## src/rtl/rfe_pkg.sv

```systemverilog
package rfe_pkg;

  localparam logic [7:0] OPEN_PAT  = 8'h1D;
  localparam logic [7:0] CLOSE_PAT = 8'hB8;

  typedef enum logic [1:0] {
    SEG_OPEN,
    SEG_DATA,
    SEG_CLOSE,
    SEG_END
  } seg_e;

  typedef enum logic [1:0] {
    PH_LEAD,
    PH_BODY,
    PH_TAIL
  } phase_e;

  // Half-bit symbol of a data bit: 1 -> (0,1), 0 -> (1,0)
  function automatic logic data_half(input logic bitv, input logic second);
    return second ? bitv : ~bitv;
  endfunction

  // Framing patterns go out most significant symbol first
  function automatic logic pat_half(input logic [7:0] pat, input logic [2:0] idx);
    return pat[3'd7 - idx];
  endfunction

endpackage

```

## src/rtl/rfe_sched.sv

```systemverilog
module rfe_sched #(
  parameter int TICK_W     = 32,
  parameter int TURNAROUND = 132,
  parameter int PIPE_DLY   = 1,
  parameter int GRP_W      = 3
) (
  input  logic              clk,
  input  logic              rst_n,
  input  logic              accept,
  input  logic [TICK_W-1:0] eof_tick,
  input  logic [TICK_W-1:0] now_tick,
  output logic              launch,
  output logic              pending,
  output logic [GRP_W-1:0]  delay_now,
  output logic [TICK_W-1:0] aligned
);

  localparam logic [TICK_W-1:0] GRP_MASK = {{(TICK_W-GRP_W){1'b1}}, {GRP_W{1'b0}}};

  function automatic logic [TICK_W-1:0] start_of(input logic [TICK_W-1:0] eof);
    return eof + TICK_W'(TURNAROUND) - TICK_W'(PIPE_DLY);
  endfunction

  logic [TICK_W-1:0] start_now;
  logic [TICK_W-1:0] diff;
  logic              pend_q;
  logic [TICK_W-1:0] aligned_q;

  assign start_now = start_of(eof_tick);
  assign delay_now = start_now[GRP_W-1:0];
  assign diff      = now_tick - aligned_q;
  assign launch    = pend_q && !diff[TICK_W-1];
  assign pending   = pend_q;
  assign aligned   = aligned_q;

  always_ff @(posedge clk or negedge rst_n) begin
    if (!rst_n) begin
      pend_q    <= 1'b0;
      aligned_q <= '0;
    end else if (accept) begin
      pend_q    <= 1'b1;
      aligned_q <= start_now & GRP_MASK;
    end else if (launch) begin
      pend_q    <= 1'b0;
    end
  end

endmodule

```

## src/rtl/rfe_symgen.sv

```systemverilog
module rfe_symgen
  import rfe_pkg::*;
#(
  parameter int LEN_W = 6
) (
  input  logic             clk,
  input  logic             rst_n,
  input  logic             load,
  input  logic [LEN_W-1:0] len_in,
  input  logic             adv,
  input  logic             byte_valid,
  input  logic [7:0]       byte_data,
  output logic             byte_ready,
  output logic             sym,
  output logic             sym_last
);

  seg_e             seg_q;
  logic [3:0]       pos_q;
  logic [LEN_W-1:0] len_q;
  logic [LEN_W-1:0] fetched_q;
  logic [LEN_W-1:0] used_q;
  logic [7:0]       cur_q;
  logic [7:0]       nb_q;
  logic             nb_full_q;
  logic             active_q;
  logic             accept_byte;
  logic             take;
  logic [7:0]       take_byte;

  assign byte_ready  = active_q && !nb_full_q && (fetched_q != len_q);
  assign accept_byte = byte_ready && byte_valid;
  assign take_byte   = nb_full_q ? nb_q : 8'h00;

  // A fresh byte is needed when leaving the opening pattern or a finished byte
  always_comb begin
    take = 1'b0;
    if (adv) begin
      case (seg_q)
        SEG_OPEN: take = (pos_q == 4'd7) && (len_q != '0);
        SEG_DATA: take = (pos_q == 4'd15) && (used_q != len_q);
        default:  take = 1'b0;
      endcase
    end
  end

  always_comb begin
    case (seg_q)
      SEG_OPEN:  sym = pat_half(OPEN_PAT, pos_q[2:0]);
      SEG_DATA:  sym = data_half(cur_q[pos_q[3:1]], pos_q[0]);
      SEG_CLOSE: sym = pat_half(CLOSE_PAT, pos_q[2:0]);
      default:   sym = 1'b0;
    endcase
  end

  assign sym_last = (seg_q == SEG_CLOSE) && (pos_q == 4'd7);

  always_ff @(posedge clk or negedge rst_n) begin
    if (!rst_n) begin
      seg_q     <= SEG_END;
      pos_q     <= '0;
      len_q     <= '0;
      fetched_q <= '0;
      used_q    <= '0;
      cur_q     <= '0;
      nb_q      <= '0;
      nb_full_q <= 1'b0;
      active_q  <= 1'b0;
    end else if (load) begin
      seg_q     <= SEG_OPEN;
      pos_q     <= '0;
      len_q     <= len_in;
      fetched_q <= '0;
      used_q    <= '0;
      nb_full_q <= 1'b0;
      active_q  <= 1'b1;
    end else begin
      if (accept_byte) begin
        nb_q      <= byte_data;
        fetched_q <= fetched_q + 1'b1;
      end
      if (accept_byte)   nb_full_q <= 1'b1;
      else if (take)     nb_full_q <= 1'b0;
      if (take) begin
        cur_q  <= take_byte;
        used_q <= used_q + 1'b1;
      end
      if (adv) begin
        case (seg_q)
          SEG_OPEN: begin
            pos_q <= '0;
            if (pos_q == 4'd7) seg_q <= (len_q == '0) ? SEG_CLOSE : SEG_DATA;
            else               pos_q <= pos_q + 1'b1;
          end
          SEG_DATA: begin
            if (pos_q == 4'd15) begin
              pos_q <= '0;
              if (used_q == len_q) seg_q <= SEG_CLOSE;
            end else begin
              pos_q <= pos_q + 1'b1;
            end
          end
          SEG_CLOSE: begin
            if (pos_q == 4'd7) begin
              seg_q    <= SEG_END;
              pos_q    <= '0;
              active_q <= 1'b0;
            end else begin
              pos_q <= pos_q + 1'b1;
            end
          end
          default: seg_q <= SEG_END;
        endcase
      end
    end
  end


  adv_in_frame_chk: assert property (@(posedge clk) disable iff (!rst_n)
    adv |-> active_q);

endmodule

```

## src/rtl/rfe_shaper.sv

```systemverilog
module rfe_shaper
  import rfe_pkg::*;
#(
  parameter int GRP_W      = 3,
  parameter int HALF_TICKS = 8,
  parameter int SLOW_REP   = 4
) (
  input  logic             clk,
  input  logic             rst_n,
  input  logic             arm,
  input  logic [GRP_W-1:0] delay_in,
  input  logic             slow_in,
  input  logic             launch,
  input  logic             sym,
  input  logic             sym_last,
  output logic             adv,
  output logic             running,
  output logic             mod_out,
  output logic             busy
);

  localparam int SLOW_TICKS = HALF_TICKS * SLOW_REP;
  localparam int CNT_W      = $clog2(SLOW_TICKS) + 1;

  phase_e           phase_q;
  logic [CNT_W-1:0] cnt_q;
  logic [GRP_W-1:0] dly_q;
  logic             slow_q;
  logic             run_q;
  logic             mod_q;
  logic             busy_q;
  logic             emit;
  logic [CNT_W-1:0] sym_end;
  logic [CNT_W-1:0] lead_end;
  logic [CNT_W-1:0] tail_end;

  assign emit     = run_q || launch;
  assign sym_end  = slow_q ? CNT_W'(SLOW_TICKS - 1) : CNT_W'(HALF_TICKS - 1);
  assign lead_end = CNT_W'(dly_q) - 1'b1;
  assign tail_end = CNT_W'(HALF_TICKS) - CNT_W'(dly_q) - 1'b1;
  assign adv      = emit && (phase_q == PH_BODY) && (cnt_q == sym_end);
  assign running  = run_q;
  assign mod_out  = mod_q;
  assign busy     = busy_q;

  always_ff @(posedge clk or negedge rst_n) begin
    if (!rst_n) begin
      phase_q <= PH_TAIL;
      cnt_q   <= '0;
      dly_q   <= '0;
      slow_q  <= 1'b0;
      run_q   <= 1'b0;
      mod_q   <= 1'b0;
      busy_q  <= 1'b0;
    end else begin
      mod_q  <= emit && (phase_q == PH_BODY) && sym;
      busy_q <= emit;
      if (arm) begin
        phase_q <= (delay_in == '0) ? PH_BODY : PH_LEAD;
        cnt_q   <= '0;
        dly_q   <= delay_in;
        slow_q  <= slow_in;
      end else if (emit) begin
        run_q <= 1'b1;
        case (phase_q)
          PH_LEAD: begin
            if (cnt_q == lead_end) begin
              phase_q <= PH_BODY;
              cnt_q   <= '0;
            end else begin
              cnt_q <= cnt_q + 1'b1;
            end
          end
          PH_BODY: begin
            if (cnt_q == sym_end) begin
              cnt_q <= '0;
              if (sym_last) phase_q <= PH_TAIL;
            end else begin
              cnt_q <= cnt_q + 1'b1;
            end
          end
          default: begin
            if (cnt_q == tail_end) begin
              run_q <= 1'b0;
              cnt_q <= '0;
            end else begin
              cnt_q <= cnt_q + 1'b1;
            end
          end
        endcase
      end
    end
  end


  close_then_pad_chk: assert property (@(posedge clk) disable iff (!rst_n)
    (adv && sym_last) |=> (phase_q == PH_TAIL) && busy_q);

endmodule

```

## src/rtl/vtag_resp_encoder.sv

```systemverilog
module vtag_resp_encoder #(
  parameter int TICK_W     = 32,
  parameter int LEN_W      = 6,
  parameter int HALF_TICKS = 8,
  parameter int SLOW_REP   = 4,
  parameter int TURNAROUND = 132,
  parameter int PIPE_DLY   = 1
) (
  input  logic              clk,
  input  logic              rst_n,
  input  logic [TICK_W-1:0] now_tick,
  input  logic              frame_start,
  input  logic [LEN_W-1:0]  frame_len,
  input  logic              frame_slow,
  input  logic [TICK_W-1:0] reader_eof_tick,
  input  logic              byte_valid,
  input  logic [7:0]        byte_data,
  output logic              byte_ready,
  output logic              mod_out,
  output logic              busy
);

  localparam int GRP_W = $clog2(HALF_TICKS);

  logic              launch;
  logic              pending;
  logic [GRP_W-1:0]  delay_now;
  logic [TICK_W-1:0] aligned;
  logic              running;
  logic              adv;
  logic              sym;
  logic              sym_last;
  logic              idle;
  logic              accept;

  assign idle   = !pending && !running && !busy;
  assign accept = frame_start && idle;

  rfe_sched #(
    .TICK_W(TICK_W), .TURNAROUND(TURNAROUND), .PIPE_DLY(PIPE_DLY), .GRP_W(GRP_W)
  ) u_sched (
    .clk(clk), .rst_n(rst_n), .accept(accept), .eof_tick(reader_eof_tick),
    .now_tick(now_tick), .launch(launch), .pending(pending),
    .delay_now(delay_now), .aligned(aligned)
  );

  rfe_symgen #(.LEN_W(LEN_W)) u_symgen (
    .clk(clk), .rst_n(rst_n), .load(accept), .len_in(frame_len), .adv(adv),
    .byte_valid(byte_valid), .byte_data(byte_data), .byte_ready(byte_ready),
    .sym(sym), .sym_last(sym_last)
  );

  rfe_shaper #(
    .GRP_W(GRP_W), .HALF_TICKS(HALF_TICKS), .SLOW_REP(SLOW_REP)
  ) u_shaper (
    .clk(clk), .rst_n(rst_n), .arm(accept), .delay_in(delay_now),
    .slow_in(frame_slow), .launch(launch), .sym(sym), .sym_last(sym_last),
    .adv(adv), .running(running), .mod_out(mod_out), .busy(busy)
  );


  launch_busy_chk: assert property (@(posedge clk) disable iff (!rst_n)
    launch |=> busy);


  busy_from_pending_chk: assert property (@(posedge clk) disable iff (!rst_n)
    $rose(busy) |-> $past(pending));


  ignore_req_chk: assert property (@(posedge clk) disable iff (!rst_n)
    (frame_start && (pending || busy)) |=> $stable(aligned));


  quiet_idle_chk: assert property (@(posedge clk) disable iff (!rst_n)
    !busy |-> !mod_out);

endmodule

```

## config.mk

```make
export PLATFORM = sky130hd
export DESIGN_NAME = vtag_resp_encoder
export DESIGN_NICKNAME = d
export VERILOG_FILES = /design/src/rtl/rfe_pkg.sv /design/src/rtl/rfe_sched.sv /design/src/rtl/rfe_symgen.sv /design/src/rtl/rfe_shaper.sv /design/src/rtl/vtag_resp_encoder.sv
export SDC_FILE = /design/constraint.sdc
export NUM_CORES = 1
export LEC_CHECK = 0
export ABC_AREA = 1
export BUFFER_PORTS_ARGS = -buffer_cell sky130_fd_sc_hd__buf_2
export CORE_ASPECT_RATIO = 1.5
export CORE_MARGIN = 8
export CORE_UTILIZATION = 55
export CTS_CLUSTER_DIAMETER = 50
export CTS_CLUSTER_SIZE = 40
export DETAILED_ROUTE_END_ITERATION = 10
export GPL_TIMING_DRIVEN = 1
export PLACE_DENSITY_LB_ADDON = 0.2
export SETUP_SLACK_MARGIN = 0.3
export SLEW_MARGIN = 20
export SYNTH_ARGS = -nofsm -noshare
export SYNTH_HDL_FRONTEND = slang
export SYNTH_HIERARCHICAL = 1
export SYNTH_SLANG_ARGS = --single-unit
```

## constraint.sdc

```tcl
create_clock -name clk -period 4.95 [get_ports clk]
set_clock_uncertainty 0.15 [all_clocks]
set_input_delay 0.99 -clock clk [delete_from_list [all_inputs] [get_ports clk]]
set_output_delay 0.99 -clock clk [all_outputs]
set_load 0.02 [all_outputs]
```

# ---- Word-level counts from Yosys, hierarchy flattened
# Memory sizes are Yosys's and may differ from the RTL's.
# Cells that the tools add are included.
dict set report totals {
  register_bits 87
  latchBits 0
  ram_bits 0
  rom_bits 16
  in_bits 83
  out_inout_bits 3
  n_memories 2
}
dict set report classes {
  n_addsub 11
  multipliers 0
  div 0
  order_cmp 2
  eq_ne 18
  shift 0
  n_mux 51
  bitwise 2
  n_reduce_logical 43
}
# name depth word_bits rd rd_ports_with_merged_regs write_ports line_no
set mem_list {}
lappend mem_list {{(name not given)} 8 1 1 0 0 rfe_pkg.sv:26} ;# return pat[3'd7 - idx];
lappend mem_list {{(name not given)} 8 1 1 0 0 rfe_pkg.sv:26}
# operator count
set op_table {}
lappend op_table {{$mux W6} 9}
lappend op_table {{$add A32 B8 Y32 const B} 1}
lappend op_table {{$sub A32 B1 Y32 const B} 1}
lappend op_table {{$sub A32 B32 Y32} 1}
lappend op_table {{$eq A6 B6 Y1} 4}
lappend op_table {{$mux W2} 12}
lappend op_table {{$add A6 B1 Y6 const B} 3}
lappend op_table {{$mux W1} 17}
lappend op_table {{$mux W4} 4}
lappend op_table {{$reduce_bool A2 Y1} 7}
lappend op_table {{$logic_and A1 B1 Y1} 13}
lappend op_table {{$ne A3 B2 Y1 const B} 4}
lappend op_table {{$ne A6 B6 Y1} 2}
lappend op_table {{$pmux W6 S2} 1}
lappend op_table {{$reduce_and A5 Y1} 2}
lappend op_table {{$ne A3 B3 Y1 const B} 3}
lappend op_table {{$reduce_bool A3 Y1} 3}
lappend op_table {{$lt A3 B4 Y1 const B} 2}
lappend op_table {{$mux W8} 1}
lappend op_table {{$pmux W4 S2} 1}
lappend op_table {{$reduce_and A2 Y1} 4}
lappend op_table {{$logic_not A6 Y1} 1}
lappend op_table {{$pmux W2 S3} 1}
lappend op_table {{$reduce_bool A6 Y1} 1}
lappend op_table {{21 further kinds} 29}

# ---- Longest topological paths before layout
# Gate-level depths: netlist of run 1.
dict set report logic_depth {
  ltp_word 10
  ltp_mapped 22
}

# ---- By module
# The synthesis of run 1 kept the hierarchy.
# module instances cells_each area_each_um2 seq_area_each_um2
set by_module_without_submodules {}
lappend by_module_without_submodules {rfe_sched 1 411 2783.9 750.7}
lappend by_module_without_submodules {rfe_symgen 1 330 2454.9 1053.5}
lappend by_module_without_submodules {rfe_shaper 1 164 1093.5 376.6}
lappend by_module_without_submodules {vtag_resp_encoder 1 6 22.5 0.0}

# ---- Least setup slack after synthesis of run 1
# Ideal clock, no wire load.
dict set report synth_timing {
  kind {input -> register}
  from {input now_tick[30]}
  to {register u_symgen.seg_q[1]}
  setup_time_ps 73
  t_arrival_ps 2824
  required_time_ps 4727
  path_slack_ps 1903
  path_stages 19
  path_buffers 1
  cell_sequence {ha_1 > nand2_1 > nor2_1 > and2_1 > nand2_1 > nor2_1 > nand2_1 > nand2_1 > nand2_1 > a21boi_0 > nor2_1 > nor2_1 > buf_4 > inv_1 > a21oi_1 > nand2_1 > inv_2 > nand2_1 > a21oi_1}
}
dict set report synth_between {
  elab_chain_cells 8
}
# item line_no
set synth_rtl {}
lappend synth_rtl {{start, declared} vtag_resp_encoder.sv:11} ;# input logic [TICK_W-1:0] now_tick,
lappend synth_rtl {{$sub A32 B32 Y32} rfe_sched.sv:31} ;# assign diff = now_tick - aligned_q;
lappend synth_rtl {{$logic_not A1 Y1} rfe_sched.sv:32} ;# assign launch = pend_q && !diff[TICK_W-1];
lappend synth_rtl {{$logic_and A1 B1 Y1} rfe_sched.sv:32}
lappend synth_rtl {{named net launch} vtag_resp_encoder.sv:25} ;# logic launch;
lappend synth_rtl {{$logic_or A1 B1 Y1} rfe_shaper.sv:37} ;# assign emit = run_q || launch;
lappend synth_rtl {{$logic_and A1 B1 Y1 (2 in series)} rfe_shaper.sv:41} ;# assign adv = emit && (phase_q == PH_BODY) && (cnt_q == sym_end);
lappend synth_rtl {{named net adv} vtag_resp_encoder.sv:30} ;# logic adv;
lappend synth_rtl {{$reduce_bool A2 Y1 (no line)} -}
lappend synth_rtl {{$reduce_and A5 Y1 (no line)} -}
lappend synth_rtl {{end signal, assigned} rfe_symgen.sv:92} ;# if (pos_q == 4'd7) seg_q <= (len_q == '0) ? SEG_CLOSE : SEG_DATA;
lappend synth_rtl {{end, declared} rfe_symgen.sv:18} ;# seg_e seg_q;
# The timed path passes the listed nets, and every way through them passes these cells.
# A chain may end at the register's enable or synchronous reset.

# ---- Final worst setup path of run 1
dict set report layout_timing {
  from {input now_tick[30]}
  to {register u_symgen.pos_q[3]}
}
dict set report layout_between {
  elab_chain_cells 8
}
# item line_no
set layout_rtl {}
lappend layout_rtl {{$sub A32 B32 Y32} rfe_sched.sv:31}
lappend layout_rtl {{$logic_not A1 Y1} rfe_sched.sv:32}
lappend layout_rtl {{$logic_and A1 B1 Y1} rfe_sched.sv:32}
lappend layout_rtl {{named net launch} vtag_resp_encoder.sv:25}
lappend layout_rtl {{$logic_or A1 B1 Y1} rfe_shaper.sv:37}
lappend layout_rtl {{$logic_and A1 B1 Y1 (2 in series)} rfe_shaper.sv:41}
lappend layout_rtl {{named net adv} vtag_resp_encoder.sv:30}
lappend layout_rtl {{$reduce_bool A2 Y1 (no line)} -}
lappend layout_rtl {{$reduce_and A2 Y1 (no line)} -}
lappend layout_rtl {{end signal, assigned} rfe_symgen.sv:93} ;# else pos_q <= pos_q + 1'b1;
lappend layout_rtl {{end signal, assigned} rfe_symgen.sv:100} ;# pos_q <= pos_q + 1'b1;
lappend layout_rtl {{end signal, assigned} rfe_symgen.sv:109} ;# pos_q <= pos_q + 1'b1;
lappend layout_rtl {{end, declared} rfe_symgen.sv:19} ;# logic [3:0] pos_q;
# The timed path passes the listed nets, and every way through them passes these cells.

==> impl_metrics.csv, run 1 <==
group,metric,value,unit
critical_path,crit_path_frequent_cell,"nor2_1",
timing,setup_viol,0,
timing,slew_headroom,42.9,%
global_routing,track_usage,19.2,%
critical_path,cp_slowest_cell,"ha_1",
clock_tree,cts_sinks,87,
detailed_routing,post_drt_wl_per_cell,13.0,um
power_and_ir_drop,ir_drop,229,uV
yosys,syn_area,0.00633,sq mm
final_layout,final_util,63.0,%
placement,place_area,0.00683,sq mm
final_layout,fin_area,0.00715,sq mm
clock_tree,post_cts_buffers,0,
power_and_ir_drop,p_leak,0.00392,uW
detailed_routing,drtPass1Iterations,5,
yosys,ys_warn_count,6,
critical_path,cp_data_required_time,5050,ps
placement,place_congestion,0.860,
clock_tree,hold_buffers,0,
critical_path,crit_arrival,3480,ps
worst_hold_path,hold_start,"u_symgen/cur_q[6]",
detailed_routing,avgViaCountPerCell,5.02,
critical_path,startpoint,"now_tick[30]",
yosys,synth_fp_nets,1024,
critical_path,end_kind,"flop",
global_routing,grt_antenna_before_repair,0,
die,die-area,0.0153,sq mm
global_routing,grt_remaining_overflow,0,
global_routing,grt_pass1_vias,5580,
die,core,0.0114,sq mm
timing,rsz0062_at_grt,"no",
timing,fmax,296,MHz
critical_path,crit_path_start_kind,"input port",
timing,period_share,68.3,%
global_routing,use_met3,3.14,%
die,fp.dieW,104,um
timing,final-max-slew-violation-count,0,
detailed_routing,drc,0,
timing,final.setup.tns,0,ps
final_layout,syn_to_final_growth,12.9,%
clock_tree,clock_latency,330,ps
global_routing,top_usage_layer,"met2",
power_and_ir_drop,power_density,461,mW/mm^2
detailed_routing,final_antenna_net_count,0,
die,start_util,55.8,%
status,status,"completed",
clock_tree,cts_tree,"built",
run,drv_cap,0,
final_layout,nets,1098,
timing,hold_viol,0,
timing,worst_slew_pin_slew,855,ps
detailed_routing,first_iter_violations,212,
timing,min_period,3380,ps
global_routing,grt_max_degree,62,
critical_path,worst-path-max-fanout,18,
critical_path,critical_path.top_delay_family,"compound AO/OA/AOI/OAI gates",
critical_path,timing_worst_setup_path_type,"in -> reg",
critical_path,critPathMaxStageDelay,300,ps
yosys,syn_inst,907,
die,ios,86,
clock_tree,cts_htree_levels,3,
die,chipHeight,147,um
placement,hpwl,11500,um
clock_tree,cts_resized,0,
detailed_routing,wl,14800,um
clock_tree,numCtsBuffers,9,
clock_tree,clk_pin_slew_worst_paths,60,ps
final_layout,drive_above_1_share,16.9,%
worst_hold_path,hold_class,"reg -> reg",
detailed_routing,vias,5707,
critical_path,path_cells,"buf_2 -> ha_1 -> a21o_1 -> nor2_1 -> nand2_1 -> a21oi_1 -> nand3_1 -> a21boi_0 -> nor2_1 -> nor2_1 -> buf_4 -> o21ai_0 -> nor2_1 -> nand2_1 -> o22ai_1",
global_routing,use_met2,37.5,%
die,num_rows,48,
yosys,synth.avg_cell_area,6.98,sq um
clock_tree,cts_buffer_depth,2,
critical_path,worst_r2r_startpoint,"u_sched/aligned[30]",
global_routing,grt_first_pass_wirelength,24500,um
critical_path,worst-path-buf-inv,2,
clock_tree,root_buffer,"clkbuf_16",
global_routing,use_met1,19.9,%
placement,port_buffers,82,
## path summary, 6_finish.rpt
path / endpoint / slack (ps) / cells past startpoint
setup / recovery: u_symgen/pos_q[3] / 1570 / 15
hold / removal: u_symgen/cur_q[6] / 320 / 2
setup reg to reg: u_symgen/pos_q[3] / 1950 / 15
hold reg to reg: u_symgen/cur_q[6] / 320 / 2
max in group asynchronous: u_sched/aligned[28] / 3160 / 2
min in group asynchronous: u_sched/aligned[10] / 520 / 1
## state kept, by name (all words and copies together), names as in the netlist
signal,count
u_symgen/len_q,6
u_shaper/mod_out,1
u_symgen/pos_q,4
u_symgen/nb_q,8
u_symgen/active_q,1
u_sched/pending,1
u_symgen/nb_full_q,1
u_symgen/seg_q,2
u_shaper/dly_q,3
u_symgen/fetched_q,6
u_symgen/cur_q,8
u_shaper/cnt_q,6
u_shaper/slow_q,1
u_shaper/running,1
u_shaper/busy,1
u_shaper/phase_q,2
u_sched/aligned,29
u_symgen/used_q,6
## metrics by stage
stage               power, uW  setup WS [ps]  cells  hold WS (ps)
floorplan                2250           1900    907           287
global placement         2550           1290   1120           308
detailed placement       2600           1300   1120           314
CTS                      3330           1580   1135           326
global route             3600           1270   1135           343
finish                   3300           1570   1136           323
## cell usage in the layout, fill, tap and decap left out, types with 8 or more instances in the layout
cell,instances
nand2_1,291
nand2_2,9
xor2_1,21
nand4_1,27
o21ai_1,22
clkbuf_16,9
inv_1,128
a21oi_1,12
dfrtp_1,84
xnor2_1,8
nand3_1,73
ha_1,34
o21ai_0,29
inv_2,18
nor2_1,60
buf_2,81
nor3_1,8
nor2_2,10
## worst reg2reg max path: stages (launching register included)
cell      delay [ps]
dfrtp_1          340
inv_1             50
ha_1             280
a21o_1           180
nor2_1           100
nand2_1          100
a21oi_1          260
nand3_1          170
a21boi_0         230
nor2_1           100
nor2_1           110
buf_4            270
o21ai_0          200
nor2_1           190
nand2_1           80
o22ai_1          120
## power by group
group | switching (uW) | internal, uW | leakage, uW
Combinational | 893 | 530 | 0.00266
Sequential | 198 | 963 | 0.00110
Clock | 263 | 451 | 0.000155
Total | 1350 | 1940 | 0.00392
## layout make-up
cell class / count / area, sq um
clock inverter: 4 / 70.1
antenna: 1 / 2.50
multi-input combinational: 651 / 3470
inverter: 146 / 548
fill: 1078 / 4200
clock buffer: 11 / 243
sequential: 87 / 2180
tap: 150 / 188
timing repair buffer: 86 / 443
## routing by layer
metal  vias to the layer above  wire [um]
met3                        19        456
met5                         -          0
met1                      2602       5900
met4                         0        286
met2                        90       8120
li1                       2996          -
(Power assumes the default switching activity.)
==> run 2: changes to the inputs <==
CORE_UTILIZATION = 53   (was 55)
clock period = 3 ns   (was 4.95 ns; I/O delays follow)
==> run 2 against run 1 <==
  * Sequential power rose by 65%
  * Routed wire length barely moved
  * First-iteration DRC count fell by 20%
  * Sequential cell count did not move
  * Critical path type is now reg -> reg
==> impl_metrics.csv, run 2 (synthesized netlist as in run 1, its figures left out) <==
group,metric,value,unit
placement,port_buffers,82,
detailed_routing,avgViaCountPerCell,5.03,
critical_path,timing_worst_setup_path_type,"reg -> reg",
timing,rsz0062_at_grt,"no",
clock_tree,root_buffer,"clkbuf_16",
clock_tree,cts_buffer_depth,2,
die,chipHeight,150,um
critical_path,worst-path-max-fanout,3,
die,die-area,0.0158,sq mm
power_and_ir_drop,power.share.clock,21.7,%
final_layout,nFillCells,1138,
run,drv_cap,0,
final_layout,regArea,0.00218,sq mm
timing,worst_slew_pin_slew,860,ps
clock_tree,clock_latency,340,ps
clock_tree,cts_htree_levels,3,
critical_path,crit_path_start_kind,"flop",
critical_path,cp_data_required_time,3040,ps
final_layout,final_cells,1152,
status,status,"completed",
detailed_routing,wl,14800,um
placement,dp.cells,1129,
clock_tree,numCtsBuffers,9,
detailed_routing,vias,5796,
power_and_ir_drop,internal_power,3300,uW
final_layout,largest_reg_flops,29,
global_routing,grt_max_degree,54,
die,num_rows,49,
clock_tree,cts_tree,"built",
clock_tree,hold_buffers,0,
timing,slew_headroom,42.6,%
detailed_routing,drc,0,
placement,place_congestion,0.873,
final_layout,drive_above_1_share,19.8,%
timing,period_share,83.7,%
detailed_routing,drtPass1Iterations,4,
timing,fmax,398,MHz
global_routing,grt_pass1_vias,5680,
timing,setup_viol,0,
power_and_ir_drop,switching_share,41.0,%
global_routing,grt_first_pass_wirelength,25000,um
timing,final-max-slew-violation-count,0,
power_and_ir_drop,ir_drop,349,uV
die,fp.dieW,105,um
power_and_ir_drop,power_density,761,mW/mm^2
global_routing,grt_antenna_before_repair,0,
critical_path,worst_r2r_startpoint,"u_sched/aligned[26]",
final_layout,nets,1110,
power_and_ir_drop,switchingPower,2290,uW
detailed_routing,post_drt_wl_per_cell,12.8,um
global_routing,track_usage,19.2,%
die,core,0.0118,sq mm
timing,min_period,2510,ps
critical_path,worstReg2RegEnd,"u_symgen/active_q",
die,start_util,53.5,%
detailed_routing,final_antenna_net_count,0,
global_routing,grt_remaining_overflow,0,
critical_path,end_kind,"flop",
detailed_routing,first_iter_violations,169,
final_layout,multi_input_area,0.00354,sq mm
power_and_ir_drop,p_comb_share,44.1,%
final_layout,final_cell_mix,"287 x nand2_1, 127 x inv_1, 84 x dfrtp_1, 81 x buf_2, 73 x nand3_1",
critical_path,crit_arrival,2550,ps
clock_tree,cts_sinks,87,
critical_path,startpoint,"u_sched/aligned[26]",
placement,hpwl,11600,um
timing,hold_viol,0,
worst_hold_path,hold_class,"in -> async",
placement,place_area,0.00689,sq mm
clock_tree,clk_pin_slew_worst_paths,60,ps
critical_path,ff2ff_setup_slack,490,ps
critical_path,worst_r2r_path_depth,17,
die,ios,86,
final_layout,final_common_cell,"nand2_1",
final_layout,fin_area,0.00735,sq mm
power_and_ir_drop,p_leak,0.00399,uW
final_layout,syn_to_final_growth,16.2,%
power_and_ir_drop,seq_power_share,34.2,%
-- run 2: critical path, cell delays in order, from the launching register on --
cell	delay, ps
dfrtp_1	350
inv_1	50
ha_1	280
nand2_1	80
nor2_1	110
and2_4	170
nand2_1	60
nor2_1	100
nand2_1	70
nand2_1	70
nand2_2	60
a21boi_2	150
nor2_2	70
nor2_4	130
inv_2	70
nor3_2	180
buf_4	140
o21ai_0	90
-- run 2: final cells by class --
class                           count  share of cell area (%)
Inverter                          146                    7.46
Clock inverter                      5                    1.11
Sequential cell                    87                    29.7
Timing Repair Buffer               98                    7.64
Antenna cell                        1                  0.0340
Multi-Input combinational cell    651                    48.2
Clock buffer                       11                    3.30
Tap cell                          153                    2.60
-- run 2: through the flow --
stage	util, %	TNS [ps]	hold WS [ps]	power [uW]	setup WS [ps]
final	62.1	0	53.3	5590	490
after global routing	62.1	0	91.7	6140	298
after CTS	61.1	0	65.2	5580	319
after detailed placement	58.3	-1310	314	4330	-98.6
after global placement	58.3	-1240	307	4270	-86.7
after floorplan	-	0	154	3720	343
-- run 2: worst max path at each step --
stage | end | slack [ps]
3_5_place_dp | u_symgen/nb_full_q | -100
5_1_grt | u_symgen/active_q | 300
2_1_floorplan | u_symgen/seg_q[1] | 340
3_3_place_gp | u_symgen/cur_q[6] | -90
4_1_cts | u_symgen/active_q | 320
6_report | u_symgen/active_q | 490
-- run 2: routing by layer --
layer  part of all wire [%]  track usage [%]
met1                     40             21.1
met2                     55             36.0
met3                    2.5             2.84
met4                    2.3             7.60
met5                      0                0
-- run 2: power by group through the flow --
stage / combinational, uW / clock [uW] / sequential [uW]
2_1_floorplan: 1890 / 0 / 1830
3_3_place_gp: 2350 / 0 / 1920
3_5_place_dp: 2400 / 0 / 1930
4_1_cts: 2430 / 1240 / 1910
5_1_grt: 2890 / 1280 / 1970
6_report: 2470 / 1210 / 1910
-- run 2: timing repair --
item                                    in CTS  in global routing
setup buffers                                0                  6
pin swaps                                    0                  7
endpoints found under the setup margin      20                 31
resized for setup                            4                 19
